[src/rtl/irq_redirect.sv]
module irq_redirect #(
  parameter int NUM_IN = 8,
  parameter int TBL_WORDS = 32,
  parameter int AW = 12,
  parameter logic [31:0] DEF_CPU = 32'hFFFA0000
) (
  input  logic              clk,
  input  logic              rst_n,
  input  logic              reg_wr,
  input  logic              reg_rd,
  input  logic [AW-1:0]     reg_addr,
  input  logic [31:0]       reg_wdata,
  output logic [31:0]       reg_rdata,
  output logic              reg_err,
  input  logic [NUM_IN-1:0] irq_in,
  output logic [NUM_IN-1:0] pend,
  output logic              msg_valid,
  input  logic              msg_ready,
  output logic [63:0]       msg_addr,
  output logic [31:0]       msg_data
);
  localparam int IW = $clog2(NUM_IN);
  localparam int TW = $clog2(TBL_WORDS);
  localparam int BASE = 16;
  localparam logic [AW-1:0] OFF_SEL = AW'(12'h800);
  localparam logic [AW-1:0] OFF_WIN = AW'(12'h810);
  localparam logic [AW-1:0] OFF_EOI = AW'(12'h840);
  localparam logic [31:0] VERSION = (32'(TBL_WORDS) << 16) | 32'd1;
  localparam logic [31:0] DEF_SWZ = ((DEF_CPU & 32'h0ff00000) >> 4) |
                                    ((DEF_CPU & 32'h000ff000) << 12);

  function automatic logic [31:0] init_word(int k);
    if (k >= BASE && k < BASE + 2*NUM_IN)
      return (k % 2 == 0) ? (32'h1A000 + 32'((k - BASE)/2 + 2)) : DEF_SWZ;
    return 32'd0;
  endfunction

  function automatic logic [31:0] unswz(logic [31:0] d);
    return ((d << 4) & 32'h0ff00000) | ((d >> 12) & 32'h000ff000) | 32'hf0000000;
  endfunction

  logic [31:0] sel_q;
  logic [31:0] tbl [TBL_WORDS];
  logic [NUM_IN-1:0] irq_q, pend_q, pend_d, need_q, fire;
  logic [IW-1:0] pick;
  logic found, rd_bad;

  wire hit_sel = reg_addr == OFF_SEL;
  wire hit_win = reg_addr == OFF_WIN;
  wire hit_eoi = reg_addr == OFF_EOI;
  wire sel_ok  = sel_q < 32'(TBL_WORDS);
  wire [TW-1:0] sel_idx = sel_q[TW-1:0];
  wire win_wr  = reg_wr && hit_win && sel_ok && sel_q != 32'd1;
  wire eoi_wr  = reg_wr && hit_eoi;
  wire launch  = found && (!msg_valid || msg_ready);

  assign pend = pend_q;

  always_comb begin
    reg_rdata = '1;
    rd_bad = 1'b0;
    if (hit_sel) reg_rdata = sel_q;
    else if (hit_win && sel_q == 32'd1) reg_rdata = VERSION;
    else if (hit_win && sel_ok) reg_rdata = tbl[sel_idx];
    else rd_bad = 1'b1;
  end

  assign reg_err = (reg_rd && rd_bad) ||
                   (reg_wr && !(hit_sel || hit_eoi || (hit_win && sel_ok)));

  always_comb begin
    logic [31:0] ctl;
    logic [IW-1:0] b;
    pend_d = pend_q;
    fire = '0;
    for (int i = 0; i < NUM_IN; i++) begin
      ctl = tbl[BASE + 2*i];
      b = ctl[IW-1:0];
      if (irq_in[i] && !irq_q[i]) begin
        if (!ctl[16]) begin
          if (!pend_d[b]) fire[i] = 1'b1;
          pend_d[b] = 1'b1;
        end else begin
          pend_d[b] = 1'b0;
        end
      end else if (!irq_in[i] && irq_q[i]) begin
        pend_d[b] = 1'b0;
      end
    end
    if (eoi_wr)
      for (int i = 0; i < NUM_IN; i++)
        if (tbl[BASE + 2*i][5:0] == reg_wdata[5:0]) pend_d[i] = 1'b0;
  end

  always_comb begin
    found = 1'b0;
    pick = '0;
    for (int i = NUM_IN - 1; i >= 0; i--)
      if (need_q[i]) begin
        found = 1'b1;
        pick = IW'(i);
      end
  end

  always_ff @(posedge clk) begin
    if (!rst_n) begin
      sel_q <= '0;
      for (int k = 0; k < TBL_WORDS; k++) tbl[k] <= init_word(k);
      irq_q <= '0;
      pend_q <= '0;
      need_q <= '0;
      msg_valid <= 1'b0;
      msg_addr <= '0;
      msg_data <= '0;
    end else begin
      if (reg_wr && hit_sel) sel_q <= reg_wdata;
      if (win_wr) tbl[sel_idx] <= reg_wdata;
      irq_q <= irq_in;
      pend_q <= pend_d;
      need_q <= (need_q & ~(launch ? (NUM_IN'(1) << pick) : '0)) | fire;
      if (msg_valid && msg_ready) msg_valid <= 1'b0;
      if (launch) begin
        msg_valid <= 1'b1;
        msg_addr <= {32'hFFFFFFFF, unswz(tbl[BASE + 2*int'(pick) + 1])};
        msg_data <= {2'b00, tbl[BASE + 2*int'(pick)][5:0], 24'd0};
      end
    end
  end
endmodule

[config.mk]
export PLATFORM = sky130hd
export DESIGN_NAME = irq_redirect
export DESIGN_NICKNAME = d
export VERILOG_FILES = /design/src/rtl/irq_redirect.sv
export SDC_FILE = /design/constraint.sdc
export NUM_CORES = 2
export LEC_CHECK = 0
export BUFFER_PORTS_ARGS = -buffer_cell sky130_fd_sc_hd__buf_2
export CAP_MARGIN = 20
export CORE_MARGIN = 2
export CORE_UTILIZATION = 60
export CTS_CLUSTER_DIAMETER = 60
export DETAILED_ROUTE_END_ITERATION = 8
export PLACE_DENSITY = 0.78
export SLEW_MARGIN = 10
export SYNTH_ARGS = -nofsm -noshare
export SYNTH_HDL_FRONTEND = slang
export SYNTH_SLANG_ARGS = --single-unit
[constraint.sdc]
create_clock -name clk -period 10.2 [get_ports clk]
set_input_delay 0.51 -clock clk [delete_from_list [all_inputs] [get_ports clk]]
set_output_delay 0.51 -clock clk [all_outputs]
set_load 0.005 [all_outputs]
======== After elaboration in Yosys (flattened, before gate mapping) ========
Memories as Yosys holds them, arrays and structs flattened. A register that Yosys moved wholly into a read port is not among the register bits.
Index checks and enable logic that the tools add are counted.
cells by class
  add/sub/neg operators ................... 2
  magnitude comparators ................... 17
  equal/unequal tests ..................... 13
  shift operators ......................... 1
  mux-type cells .......................... 142
  bitwise operators ....................... 28
  reduce and logical (&&, ||, !) cells .... 60
operators with widths
  operator                                                            count
  two-way mux 32 bit                                                  14
  two-way mux 8 bit                                                   26
  two-way mux 17 bit                                                  8
  AND 8 bit                                                           9
  NOT 8 bit                                                           9
  bitwise OR 8 bit                                                    9
  two-way mux 1 bit                                                   67
  equality test 6 bit                                                 8
  equality test 12 bit (second input constant)                        3
  logical AND 1 bit                                                   35
  equality test 32 x 1 -> 1 bit (second input constant)               1
  less-than comparator 3 x 4 -> 1 bit (second input constant)         8
  less-than comparator 32 x 6 -> 1 bit (second input constant)        1
  != test 32 x 1 -> 1 bit (second input constant)                     1
  OR reduction 32 bit                                                 1
  bitwise OR 28 x 20 -> 28 bit                                        1
  binary-select mux 1 bit (select 3 bit)                              8
  demux 1 bit (select 3 bit)                                          8
  greater-or-equal comparator 3 x 1 -> 1 bit (second input constant)  8
  two-way mux 3 bit                                                   8
  logical NOT 1 bit                                                   19
  two-way mux 5 bit                                                   3
  left shift 1 x 3 -> 8 bit (first input constant)                    1
  adder 5 x 2 -> 5 bit (second input constant)                        1
  other kinds (3)                                                     6
word-level totals
  register bits ........................... 86
  RAM bits ................................ 1024
  input port bits ......................... 57
  logic and storage cells ................. 270
  memories ................................ 1
memory list
  name  words  width  rd ports  clocked after Yosys merged registers in  write ports  line  text
  tbl   32     32     11        2                                        32           43    logic [31:0] tbl [TBL_WORDS];

======== Longest topological paths before layout ========
An unclocked memory read counts as a cell.
  depth in word-level cells ............... 33
  depth in mapped cells ................... 10

======== Worst setup path before layout ========
No wires, ideal clock.
  path kind ............................... in2reg
  start ................................... input port reg_addr[1]
  end ..................................... memory tbl[24][0], enable pin
  data arrival time ....................... 4313 ps
  slack ................................... 5421 ps
  stages on the path ...................... 9
  path buffers ............................ 3
  cells stage by stage .................... nor4_1 nand3_1 nor3_2 and3_1 buf_4 nand2_2 buf_2 clkbuf_1 o21ai_0
RTL lines
  element      line  text
  from (decl)  11    input logic [AW-1:0] reg_addr,
  to (decl)    43

==> run metrics <==
final hold vios=0; Starting Density=60.6%; post-synth cell types=89; Max stage delay on crit path=0.96 ns; CP Max Fanout=121; maximum clock rate=179 MHz; Synth area leader=edfxtp_1; Peak VDD IR=192 uV; Final #Nets=3963; GRT overflow=0; GRT Util Overall=35.0%; filler cell count in the final layout=6175; switch share=23.4%; Gate Count Post-Synth=3947; syn_area_per_cell=13.8 um^2; worst hold path type=input pin to flip-flop; global-route wire length before repair=235 mm; clk root buf=clkbuf_16; CTS sink cnt=1109; CTS tree=done; Reg area=32500 um^2; CORE AREA=90000 um^2; CTS max path bufs=3; P per Cell Area=167 nW/um^2; largest net degree at the start of global routing=122; io pins=195; routed vias/inst=6.89; hold_buf cts=0; Post-CTS Setup Bufs=0; Post-synth top cells=edfxtp_1 (1024), and2_1 (749), mux4_2 (324); Seq pwr share=52.3%; post-DR wirelength/cell=31.5 um; startpoint types=flip-flop; Overall Power=10000 uW; Synth area leaders=edfxtp_1 (56%), mux4_2 (13%), and2_1 (8.6%); Worst Max-Slew Pin Slew=1.16 ns; post-cts resize count=0; htree depth=3; vias post-DR=35700; number of synthesized flops with an enable pin=1024; width of the chip=305 um; top-area cell type share of the netlist area=56.4%; async set or reset register ratio after synthesis=0%; Synth Warn #=0; antenna viol nets, final=0; # port buffers=156; non-filler instance count after layout=5183; Final min period=5.57 ns; Pleak=0.0200 uW; combinational power share=6.6%; clock skew=0.0405 ns; clock share of power=41.1%; Placement Cell Area=56100 um^2; GRT Max-Usage Layer=met2; grt met1 use=47.1%; internal power=7670 uW; sequential-to-total area share from yosys stat=59.5%; most numerous cell in the Yosys netlist=edfxtp_1; RSZ-0062 raised after global routing=false; Worst EP arrival=5.06 ns; Routed WL=163 mm; initial DRC count=5647; global-route met2 utilization=53.4%; detailed-route DRC error count=0; CP top delay family=multiplexers; Multi-input gate area=20700 um^2; CP endpoint kind=output pin; die area=93300 um^2; # setup viols final=0; P&R area growth vs syn=9.73%; routability cong.=0.913; Max stage delay cell, worst path=dfxtp_4; worst-skew pair later-pin latency=0.72 ns; Inserted Clock Buffers=111; row count=110; Fin Hold WS=0.0792 ns; CP Data Required Time=9.69 ns; GRT met3 Usage=8.33%; number of max-cap violations=0; placed cells=4967; final worst path period share=54.6%; Slew Limit Fails=0; synthesized area=54500 um^2; switching power total=2350 uW; CP Cell Sequence=buf_12 > buf_12 > mux4_2 > mux4_2 > mux2i_1 > o21ai_0 > o21a_1 > buf_2; Synth Register Bits=1109; number of global-route vias before repair=34600; drt first pass iters=6; final instance area=59800 um^2; Crit Path Class=flip-flop to output pin; Critical path buffers and inverters=3; initial antenna violation count=13; clk slew on worst S/H paths=0.06 ns; Main synth FF type=edfxtp_1; layout cells sized above 1=21.3%; status=finished, final reports clean; placed wire-length estimate=95.6 mm; Die Y=305 um; setup TNS=0 ns; worst rel slew slack=22.3%
-- metrics by stage --
stage / utilization, % / setup slack, ns
after floorplan: - / 5.42
after global placement: 62.3 / 5.44
after detailed placement: 62.3 / 5.39
after CTS: 66.4 / 4.66
after global routing: 66.5 / 4.47
final: 66.5 / 4.63
-- cell usage in the layout, fill, tap and decap left out, types with 74 or more instances in the layout --
cell	Yosys	layout
buf_2	71	155
or3_1	109	109
clkbuf_16	0	112
mux2i_1	94	94
and2_1	749	749
edfxtp_1	1024	1024
nand2_1	196	195
a21oi_1	131	130
nor3_1	157	157
dfxtp_1	85	80
buf_4	77	74
mux4_2	324	324
-- cell type report --
cell class / count / share of cell area, %
diodes: 5 / 0.0209
clock buffers: 137 / 4.94
clock inverters: 72 / 1.20
inverters: 25 / 0.161
multi-input cells: 2424 / 34.5
flip-flops and latches: 1109 / 54.3
well taps: 1176 / 2.46
repair buffers: 235 / 2.44
-- path summary, 6_finish.rpt --
kind | startpoint | endpoint | slack, ns | depth (start not counted)
max | flip-flop | reg_rdata[31] | 4.63 | 8
min reg2reg | sel_q[16] | sel_q[16] | 0.48 | 2
min | irq_in[7] | irq_q[7] | 0.08 | 2
max reg2reg | sel_q[18] | tbl[21][0] | 5.62 | 8
-- state kept, by name, indices dropped and copies added, names as in the netlist, named ones only --
signal and count:
tbl 1024, sel_q 32, msg_addr 17, irq_q 8, need_q 8, pend 8, msg_data 6, msg_valid 1
-- logic make-up (layout without fill, tap and decap cells) --
kind of cell	count (synthesis)	count (layout)	share of synthesized area, %
AO/OA/AOI/OAI	404	404	4.65
XOR/XNOR	48	48	0.785
buffers and inverters	483	469	4.07
flip-flops	1109	1109	59.5
multiplexers	441	441	15.6
other	1	75	0.00688
AND/OR/NAND/NOR	1461	1461	15.4
-- routing by layer --
layer | wire length, um | share of wire, %
met5 | 118 | 0.072
met4 | 9690 | 5.9
met3 | 21200 | 13
met2 | 75600 | 46
met1 | 56900 | 35
-- power groups by stage --
stage / Combinational [uW] / Clock (uW) / Sequential, uW
final: 662 / 4120 / 5230
after global routing: 687 / 4280 / 5240
after CTS: 645 / 4120 / 5230
after detailed placement: 641 / 0 / 5320
after global placement: 633 / 0 / 5310
after floorplan: 415 / 0 / 5290
(Power assumes the default switching activity.)
